**src/rtl/door_pkg.sv**
```systemverilog
// Package: shared phase type and the merged motion term for the door controller.
// Assumes all sensor inputs are clean, synchronized logic levels.
package door_pkg;

    // Phase codes are fixed; the two-bit values are part of the block's contract.
    typedef enum logic [1:0] {
        PH_SHUT    = 2'b00,
        PH_OPENING = 2'b01,
        PH_HELD    = 2'b11,
        PH_CLOSING = 2'b10
    } door_phase_e;

    localparam int PHASE_W = $bits(door_phase_e);

    // Somebody wants through: approach, presence or manual request.
    function automatic logic want_through(input logic appr, input logic pres, input logic man);
        return appr | pres | man;
    endfunction

endpackage

```
**src/rtl/door_next_phase.sv**
```systemverilog
// Module: next-phase logic. Purely combinational; picks exactly one successor
// for the current phase from the lock, merged want term, force and limit inputs.
// Assumes the inputs are stable within the cycle.
module door_next_phase
    import door_pkg::*;
(
    input  door_phase_e cur,
    input  logic        locked,
    input  logic        want,
    input  logic        force_hi,
    input  logic        lim_closed,
    input  logic        lim_open,
    output door_phase_e nxt
);

    // Successor selection; each branch covers its phase's full input space.
    always_comb begin
        nxt = cur;
        unique case (cur)
            PH_SHUT:    nxt = (!locked && want) ? PH_OPENING : PH_SHUT;
            PH_OPENING: nxt = lim_open ? PH_HELD : PH_OPENING;
            PH_HELD:    nxt = want ? PH_HELD : PH_CLOSING;
            PH_CLOSING: begin
                if (want || force_hi)
                    nxt = PH_OPENING;
                else if (lim_closed)
                    nxt = PH_SHUT;
                else
                    nxt = PH_CLOSING;
            end
            default:    nxt = PH_SHUT;
        endcase
    end

endmodule

```
**src/rtl/door_out_decode.sv**
```systemverilog
// Module: output decode. Per-phase outputs combined with outputs that also
// depend on the current lock, want and limit inputs.
// Assumes outputs default to 0 unless a phase asserts them.
module door_out_decode
    import door_pkg::*;
(
    input  door_phase_e cur,
    input  logic        locked,
    input  logic        want,
    input  logic        lim_closed,
    input  logic        lim_open,
    output logic        bolt_o,
    output logic        close_o,
    output logic        open_o
);

    // Output selection by phase with input-qualified actions.
    always_comb begin
        bolt_o  = 1'b0;
        close_o = 1'b0;
        open_o  = 1'b0;
        unique case (cur)
            PH_SHUT: begin
                bolt_o  = locked;
                close_o = !locked && !want && !lim_closed;
            end
            PH_OPENING: open_o  = 1'b1;
            PH_HELD:    open_o  = !lim_open;
            PH_CLOSING: close_o = 1'b1;
            default: ;
        endcase
    end

    // Motor directions must never fight.
    always_comb begin
        p_no_fight_r9: assert (!(open_o && close_o));
    end

endmodule

```
**src/rtl/door_phase_reg.sv**
```systemverilog
// Module: phase register. Rising-edge flops with synchronous active-low reset
// to the shut phase.
module door_phase_reg
    import door_pkg::*;
(
    input  logic        clk,
    input  logic        rst_n,
    input  door_phase_e nxt,
    output door_phase_e cur
);

    // Hold the phase; reset wins over any successor.
    always_ff @(posedge clk) begin
        if (!rst_n)
            cur <= PH_SHUT;
        else
            cur <= nxt;
    end

endmodule

```
**src/rtl/door_ctrl.sv**
```systemverilog
// Module: top of the sliding door controller. Merges the motion inputs,
// registers the phase and decodes the outputs combinationally.
// Assumes synchronized inputs and a synchronous active-low reset.
module door_ctrl
    import door_pkg::*;
(
    input  logic clk,
    input  logic rst_n,
    input  logic key_locked,
    input  logic force_high,
    input  logic approach,
    input  logic presence,
    input  logic manual_open,
    input  logic at_closed,
    input  logic at_open,
    output logic bolt,
    output logic close_req,
    output logic open_req
);

    door_phase_e phase_q;
    door_phase_e phase_d;
    logic        want;

    // Single shared copy of the motion term.
    always_comb want = want_through(approach, presence, manual_open);

    door_next_phase u_next (
        .cur        (phase_q),
        .locked     (key_locked),
        .want       (want),
        .force_hi   (force_high),
        .lim_closed (at_closed),
        .lim_open   (at_open),
        .nxt        (phase_d)
    );

    door_phase_reg u_reg (
        .clk   (clk),
        .rst_n (rst_n),
        .nxt   (phase_d),
        .cur   (phase_q)
    );

    door_out_decode u_out (
        .cur        (phase_q),
        .locked     (key_locked),
        .want       (want),
        .lim_closed (at_closed),
        .lim_open   (at_open),
        .bolt_o     (bolt),
        .close_o    (close_req),
        .open_o     (open_req)
    );

    // Reset lands in shut on the first released cycle.
    p_reset_shut_r1: assert property (@(posedge clk) disable iff (!rst_n)
        !$past(rst_n) |-> phase_q == PH_SHUT);

    // A locked shut door stays shut.
    p_lock_hold_r2: assert property (@(posedge clk) disable iff (!rst_n)
        (phase_q == PH_SHUT && key_locked) |=> phase_q == PH_SHUT);

    // Unlocked with want leaves shut for opening.
    p_wake_r3: assert property (@(posedge clk) disable iff (!rst_n)
        (phase_q == PH_SHUT && !key_locked && want) |=> phase_q == PH_OPENING);

    // Reaching the open limit finishes the opening.
    p_open_done_r5: assert property (@(posedge clk) disable iff (!rst_n)
        (phase_q == PH_OPENING && at_open) |=> phase_q == PH_HELD);

    // Held door starts closing once nobody wants through.
    p_held_leave_r6: assert property (@(posedge clk) disable iff (!rst_n)
        (phase_q == PH_HELD && !want) |=> phase_q == PH_CLOSING);

    // Want or obstruction reverses a closing door.
    p_reverse_r7: assert property (@(posedge clk) disable iff (!rst_n)
        (phase_q == PH_CLOSING && (want || force_high)) |=> phase_q == PH_OPENING);

    // Clear path plus closed limit ends the closing.
    p_arrive_r8: assert property (@(posedge clk) disable iff (!rst_n)
        (phase_q == PH_CLOSING && !want && !force_high && at_closed) |=> phase_q == PH_SHUT);

    // Bolt only ever in shut.
    p_bolt_shut_r9: assert property (@(posedge clk) disable iff (!rst_n)
        bolt |-> phase_q == PH_SHUT);

endmodule

```
**config.mk**
```make
export PLATFORM = sky130hd
export DESIGN_NAME = door_ctrl
export DESIGN_NICKNAME = d
export VERILOG_FILES = /design/src/rtl/door_pkg.sv /design/src/rtl/door_next_phase.sv /design/src/rtl/door_out_decode.sv /design/src/rtl/door_phase_reg.sv /design/src/rtl/door_ctrl.sv
export SDC_FILE = /design/constraint.sdc
export NUM_CORES = 1
export LEC_CHECK = 0
export ABC_CLOCK_PERIOD_IN_PS = 1800
export BUFFER_PORTS_ARGS = -buffer_cell sky130_fd_sc_hd__buf_4
export CORE_AREA = 3 3 40 42
export CTS_CLUSTER_SIZE = 16
export DETAILED_ROUTE_END_ITERATION = 6
export DIE_AREA = 0 0 43 45
export HOLD_SLACK_MARGIN = 0.15
export PLACE_DENSITY = 0.37
export SETUP_SLACK_MARGIN = 0.15
export SLEW_MARGIN = 20
export SYNTH_ARGS = -nofsm -noshare
export SYNTH_HDL_FRONTEND = slang
export SYNTH_HIERARCHICAL = 1
export SYNTH_SLANG_ARGS = --single-unit
```
**constraint.sdc**
```tcl
create_clock -name clk -period 1.8 [get_ports clk]
set_input_delay 0.09 -clock clk [delete_from_list [all_inputs] [get_ports clk]]
set_output_delay 0.09 -clock clk [all_outputs]
set_load 0.02 [all_outputs]
```
---- Word level (Yosys, flattened, before mapping) ----
Index checks and enable logic that the tools add are counted.
word-level totals
  logic and storage cells ................. 24
  bits in registers ....................... 2
  bits of input ports ..................... 9
operators by class
  eq/ne operators ......................... 3
  mux-type cells .......................... 9
  bitwise logic cells ..................... 2
  reductions and logical operators ........ 9
operators by type and width
  operator                                       count
  case mux 2 bit (4 select lines)                1
  two-way mux 2 bit                              3
  == test 2 bit, second input constant           2
  logical NOT 1 bit                              4
  case mux 1 bit (2 select lines)                2
  logical AND 1 bit                              3
  two-way mux 1 bit                              3
  == test 2 x 1 -> 1 bit, second input constant  1
  logical NOT 2 bit                              1
  OR 1 bit                                       2
  logical OR 1 bit                               1

---- Depth between registers and ports, before layout ----
Gate-level depths: netlist (run 1).
  word-level depth ........................ 6
  depth in mapped cells ................... 3

---- By module ----
Netlist (run 1), hierarchy kept.
by module, submodules not included
  module           instances  cells each  area each (um2)
  door_phase_reg   1          4           52.6
  door_next_phase  1          6           50.0
  door_out_decode  1          5           30.0
  door_ctrl        1          1           6.3

---- Worst setup path before layout (run 1) ----
Ideal clock, no wire load.
  kind .................................... input to output
  start point ............................. in presence
  end point ............................... out close_req
  data required time ...................... 1.710 ns
  setup slack ............................. 0.532 ns
  cell stages on the path ................. 3
  arrival time ............................ 1.178 ns
  path through ............................ or3_1 or3_1 a21oi_1
on the way
  longest elaborated chain between the ends .. 6
ends and longest elaborated chain
  element                          line                   RTL
  start: declaration               door_ctrl.sv:12        input logic presence,
  OR 1 bit (2 in a row)            door_pkg.sv:17         return appr | pres | man;
  logical NOT 1 bit                door_out_decode.sv:25  close_o = !locked && !want && !lim_closed;
  logical AND 1 bit (2 in a row)   door_out_decode.sv:25
  case mux 1 bit (2 select lines)  door_out_decode.sv:22  unique case (cur)
  end: declaration                 door_ctrl.sv:17        output logic close_req,
Every way passes these cells.

---- Final worst setup path (run 1) ----
  start point ............................. in presence
  end point ............................... out close_req
on the way
  longest elaborated chain between the ends .. 6
ends and longest elaborated chain
  element                          line                   RTL
  OR 1 bit (2 in a row)            door_pkg.sv:17
  net want                         door_ctrl.sv:23        logic want;
  logical NOT 1 bit                door_out_decode.sv:25
  logical AND 1 bit (2 in a row)   door_out_decode.sv:25
  case mux 1 bit (2 select lines)  door_out_decode.sv:22
The timed path passes the listed nets, and every way through them passes these cells.

==> impl_metrics.toml, run 1 <==
[status]
status = "complete, no violations"

[cells_and_area]
top_register = "u_reg/cur"
postLayoutCellArea_um2 = 272.8
drive_gt1_share_pct = 48.39
reg_top3 = "u_reg/cur x2"
syn_to_final_growth_pct = 96.40
antenna_cells = 0
largest_reg_flops = 2
fillers = 148
seq_area_um2 = 40.04
layout.nets = 42
fin_util_pct = 21.23
multi_input_area_um2 = 91.34

[drt]
wire_per_inst_um = 9.543
finalWirelength_um = 439
drt_iter0_drc = 3
vias = 173
route.detailed.drc = 0
ant_nets = 0
vias_per_cell = 3.761
drt_pass1_iterations = 2

[timing]
rsz0062_at_grt = "no"
finalCritPeriodShare_pct = 73.71
hold_viol_final = 0
period_needed_ps = 1327
fin_ws_ps = 473.2
tightest_slew_ps = 217.5
setup_viol = 0
finalSetupTns_ps = 0
timing.fmax_mhz = 753.7
fin_skew_ps = 2.258
hold_ws_ps = 198.9
relSlewSlack_pct = 85.34
slew_violations = 0

[die]
start_util_pct = 10.81
dieWidth_um = 43
die_y_um = 45
rows = 13
ioPinCount = 12
dieArea_um2 = 1935
core-area_um2 = 1285

[clock_tree]
postCtsSetupRepairBufs = 0
clk_latency_ps = 220
cts_sinks = 2
cts_tree = "done"
cts_root_buf = "clkbuf_4"
clk_pin_slew_ps = 30
numCtsBuffers = 3
htreeDepth = 1
clk_path_buf_depth = 2

[power_and_ir_drop]
ir_worst_vdd_uv = 168.6
power.leakage_nw = 0.1249
p_per_area_nw_per_um2 = 721.5

[place]
portBuffers = 11
pre_cts_slack_ps = 468.4
postPlaceCellArea_um2 = 240.2
gp_congestion = 0.6487

[critical_path]
timing_worst_setup_path_type = "in2out"
worst_ep_arrival_time_ps = 1240
start_kind = "input port"
critPathMaxFanout = 3
critical_path_required_ps = 1710
end_kind = "output pin"

[synthesis]
ys_warn_count = 6
synth_seq_cells = 2
synth_seq_area_share_pct = 28.83
syn_area_um2 = 138.9
avgSynthCellArea_um2 = 8.680
synth_cell_types = 12
postSynthNetCount = 25
syn_inst = 16

[global_routing]
grt_pass1_vias = 164
grt_max_degree = 8
globalRoute.totalOverflow = 0
grt_pass1_wl_um = 690
antenna_found_initial = 0
grt.total_usage_pct = 4.983

[job]
timing.max_cap.violations = 0

[min_path]
hold_class = "in2reg"
what timing repair did:
item                                    CTS  global route
hold buffers                              1             0
gates resized for setup                   0             0
hold endpoints to repair                  2             0
endpoints found under the setup margin    0             0
layer usage:
| layer | vias to the layer above | wire length [um] | GRT usage [%] |
|---|---|---|---|
| li1 | 90 | - | - |
| met4 | 0 | 0 | 1.807 |
| met5 | - | 0 | 0 |
| met3 | 0 | 53 | 5.179 |
| met2 | 8 | 208 | 6.886 |
| met1 | 75 | 176 | 5.024 |
where the power goes:
| part | switching (mW) | internal [mW] |
|---|---|---|
| Clock | 0.0243 | 0.0735 |
| Combinational | 0.0189 | 0.0280 |
| Sequential | 0.00426 | 0.0479 |
cell usage after synthesis, drive strengths merged:
cell | number | share of area (%)
nor3b | 1 | 5.4
a21boi | 1 | 5.4
dfxtp | 2 | 29
and2 | 2 | 9.0
o41ai | 1 | 12
inv | 2 | 5.4
and3b | 1 | 6.3
o21ai | 1 | 3.6
or3 | 2 | 9.0
nand2b | 1 | 4.5
a21oi | 1 | 3.6
a221o | 1 | 7.2
critical path, cell delays in order:
cell and delay, ps:
buf_4 100, or3_1 420, or3_1 320, a21oi_1 150, buf_4 160
placed cells by master (no fill, tap or decap):
cell type	instances
a21oi_1	1
and3b_1	1
or3_1	2
a21boi_0	1
dlygate4sd3_1	1
nand2b_1	1
a221o_1	1
buf_4	11
o21ai_0	1
nor3b_1	1
dfxtp_1	2
inv_1	2
o41ai_2	1
clkbuf_4	3
and2_1	2
through the flow:
| stage | cells | power, mW |
|---|---|---|
| floorplan | 16 | 0.07235 |
| global placement | 42 | 0.09860 |
| detailed placement | 42 | 0.09854 |
| CTS | 46 | 0.2032 |
| global route | 46 | 0.2110 |
| finish | 46 | 0.1968 |
layout make-up:
| class | count | share of cell area (%) |
|---|---|---|
| clock buffer | 3 | 8.257 |
| sequential | 2 | 14.68 |
| timing repair buffer | 12 | 33.94 |
| multi-input combinational | 12 | 33.49 |
| tap | 15 | 6.881 |
| inverter | 2 | 2.752 |
worst paths after layout:
path	start	endpoint	slack, ps	cells after the start
min	at_closed	u_reg/cur[1]$_SDFF_PN0_	200	3
min reg2reg	u_reg/cur[0]$_SDFF_PN0_	u_reg/cur[1]$_SDFF_PN0_	700	3
max	presence	close_req	470	5
max reg2reg	u_reg/cur[0]$_SDFF_PN0_	u_reg/cur[0]$_SDFF_PN0_	710	3
logic make-up (layout without fill, tap and decap cells):
kind of cell,count (synthesis),count (layout),share of synthesized area [%]
AND/OR/NAND/NOR,7,7,34.24
buffers and inverters,2,17,5.407
flip-flops,2,2,28.83
AO/OA/AOI/OAI,5,5,31.53
No activity file was read; power rests on OpenSTA's default activity.
==> run 2, diff against run 1 <==
--- a/config.mk
+++ b/config.mk
@@ -5,14 +5,15 @@
 export SDC_FILE = /design/constraint.sdc
 export NUM_CORES = 1
 export LEC_CHECK = 0
-export ABC_CLOCK_PERIOD_IN_PS = 1800
+export ABC_AREA = 1
+export ABC_CLOCK_PERIOD_IN_PS = 1200
 export BUFFER_PORTS_ARGS = -buffer_cell sky130_fd_sc_hd__buf_4
 export CORE_AREA = 3 3 40 42
 export CTS_CLUSTER_SIZE = 16
 export DETAILED_ROUTE_END_ITERATION = 6
 export DIE_AREA = 0 0 43 45
 export HOLD_SLACK_MARGIN = 0.15
-export PLACE_DENSITY = 0.37
+export PLACE_DENSITY = 0.41
 export SETUP_SLACK_MARGIN = 0.15
 export SLEW_MARGIN = 20
 export SYNTH_ARGS = -nofsm -noshare
==> constraint.sdc (replaced) <==
create_clock -name clk -period 1.2 [get_ports clk]
set_input_delay 0.06 -clock clk [delete_from_list [all_inputs] [get_ports clk]]
set_output_delay 0.06 -clock clk [all_outputs]
set_load 0.02 [all_outputs]
==> impl_metrics.toml, run 2 <==
[synthesis]
synth_top_area_share_pct = 23.70
synthFlopType = "dfxtp_1"
ys_top_cells_by_area = "dfxtp_1 (24%), nand2_1 (22%), inv_1 (18%), nor2_1 (13%), nand3_1 (5.9%)"
postSynthNetCount = 42
ys_warn_count = 6
syn_inst = 33
synth_compound_area_share_pct = 8.889
synth_fa_ha_area_share_pct = 0
synth-edff-count = 0
synth_cell_types = 10
synth.area.mux_share_pct = 0
avgSynthCellArea_um2 = 5.119
synthXorXnorAreaFrac_pct = 0
synth_seq_cells = 2
synth_common_cells = "nand2_1 (10), inv_1 (8), nor2_1 (6)"
async_reset_ff_share_pct = 0
synth_seq_area_share_pct = 23.70
synth-simple-area-share_pct = 49.63
synth_top_family_by_area = "simple AND/OR/NAND/NOR gates"
syn_area_um2 = 168.9
synth.most_common_cell = "nand2_1"
yosys.area.top_type = "dfxtp_1"

[drt]
vias = 216
route.detailed.drc = 0
drt_pass1_iterations = 2
vias_per_cell = 3.429
wire_per_inst_um = 7.397
finalWirelength_um = 466
ant_nets = 0
drt_iter0_drc = 2

[place]
dp.cells = 59
dp.final_hpwl_um = 356.6
gp_congestion = 0.6360
portBuffers = 11

[cells_and_area]
drive_gt1_share_pct = 35.42
mostFrequentLayoutCell = "buf_4"
layout.nets = 59
reg_top3 = "u_reg/cur x2"
syn_to_final_growth_pct = 82.22
antenna_cells = 0
fin_util_pct = 23.95
final_cell_mix = "buf_4 (11), nand2_1 (10), inv_1 (8)"
fin_cells = 63
top_register = "u_reg/cur"
largest_reg_flops = 2
fillers = 155

[timing]
relSlewSlack_pct = 89.05
setup_viol = 0
finalSetupTns_ps = 0
hold_viol_final = 0
slew_violations = 0
period_needed_ps = 993.7
tightest_slew_ps = 163.9
finalCritPeriodShare_pct = 82.81
fin_skew_ps = 3.209
rsz0062_at_grt = "no"
timing.fmax_mhz = 1006
hold_ws_ps = 188.5

[clock_tree]
numCtsBuffers = 3
htreeDepth = 1
cts_root_buf = "clkbuf_4"
postCtsSetupRepairBufs = 0
clk_path_buf_depth = 2
cts_sinks = 2
cts_tree = "done"
clk_pin_slew_ps = 30
clk_latency_ps = 220

[critical_path]
critical_path_required_ps = 1140
cp-endpoint = "open_req"
critPathMaxFanout = 7
end_kind = "output pin"
r2r_slack_ps = 390
r2r-end = "u_reg/cur[0]$_SDFF_PN0_"
start_kind = "register"
reg2reg_from = "u_reg/cur[1]$_SDFF_PN0_"
rr_worst_depth = 5
worst_ep_arrival_time_ps = 930
worstPathCellList = "inv_1, a21oi_1, buf_4"
timing_worst_setup_path_type = "reg2out"
cpMaxStageDelayCell = "dfxtp_2"
max_stage_delay_ps = 380
crit_start = "u_reg/cur[0]$_SDFF_PN0_"

[global_routing]
grt_pass1_vias = 195
antenna_found_initial = 0
globalRoute.totalOverflow = 0
grt.total_usage_pct = 5.403
grt_max_degree = 9
grt_pass1_wl_um = 731

[power_and_ir_drop]
p_per_area_nw_per_um2 = 1022
comb_power_share_pct = 27.2
pwr-share-seq_pct = 26.8
power.leakage_nw = 0.1773
switching_share_pct = 26.87
p_sw_mw = 0.08450
ir_worst_vdd_uv = 242.9
p_total_mw = 0.3145
clkPwrFrac_pct = 45.9
cellInternalPower_mw = 0.2300

[job]
timing.max_cap.violations = 0

[die]
core-area_um2 = 1285
dieWidth_um = 43
start_util_pct = 13.15
die_y_um = 45
ioPinCount = 12
dieArea_um2 = 1935
rows = 13

[status]
status = "complete, no violations"

[min_path]
hold_class = "in2reg"
hold_path_depth = 5
-- run 2: cell count changes after synthesis, sizes merged, moves of 2 or more --
cell and change:
and2 -2, inv +6, nand2 +10, nand3 +2, nor2 +6, or3 -2
-- run 2: kinds of logic after synthesis --
| family | count (synthesis) |
|---|---|
| AO/OA/AOI/OAI | 3 |
| AND/OR/NAND/NOR | 20 |
| flip-flops | 2 |
| buffers and inverters | 8 |
-- run 2: metrics by stage --
step	worst slack, ps	instance area, um2
after floorplan	255.7	168.9
after global placement	330.0	270.3
after detailed placement	319.3	270.3
after CTS	185.6	305.3
after global routing	152.9	307.8
final	206.3	307.8
-- run 2: per-layer routing --
| layer | global-route usage (%) | vias up | share of wire [%] |
|---|---|---|---|
| met2 | 6.587 | 10 | 37 |
| li1 | - | 127 | - |
| met1 | 6.235 | 79 | 48 |
| met5 | 0 | - | 0 |
| met3 | 3.187 | 0 | 15 |
| met4 | 5.422 | 0 | 0 |
-- run 2: critical path, delay by kind of cell, from the launching register on --
family          cells  cell delay (ps)
flops               1              380
buf+inv             2              220
compound gates      1              110
-- run 2: final cells by class --
cell class	count	area [um2]	area share (%)
well taps	15	18.77	6.098
inverters	8	30.03	9.756
multi-input cells	23	101.3	32.93
repair buffers	12	92.59	30.08
flip-flops and latches	2	42.54	13.82
clock buffers	3	22.52	7.317
-- run 2: how the worst min path moves through the flow --
stage,endpoint,startpoint
after floorplan,u_reg/cur[1]$_SDFF_PN0_,rst_n
after global routing,u_reg/cur[1]$_SDFF_PN0_,at_open
after detailed placement,u_reg/cur[1]$_SDFF_PN0_,rst_n
after global placement,u_reg/cur[1]$_SDFF_PN0_,rst_n
final,u_reg/cur[1]$_SDFF_PN0_,at_open
after CTS,u_reg/cur[1]$_SDFF_PN0_,at_open
-- run 2: repair_timing --
action / CTS / global route
hold buffers: 1 / 0
pin swaps: 0 / 0
setup endpoints to repair: 2 / 1
endpoints found under the hold margin: 2 / 0
gates resized for setup: 2 / 1
-- run 2: power groups by stage --
stage	sequential (mW)	combinational, mW	clock [mW]
floorplan	0.0805	0.0434	0
global placement	0.0831	0.0836	0
detailed placement	0.0829	0.0832	0
CTS	0.0833	0.0863	0.155
global route	0.0852	0.0960	0.165
finish	0.0844	0.0857	0.144
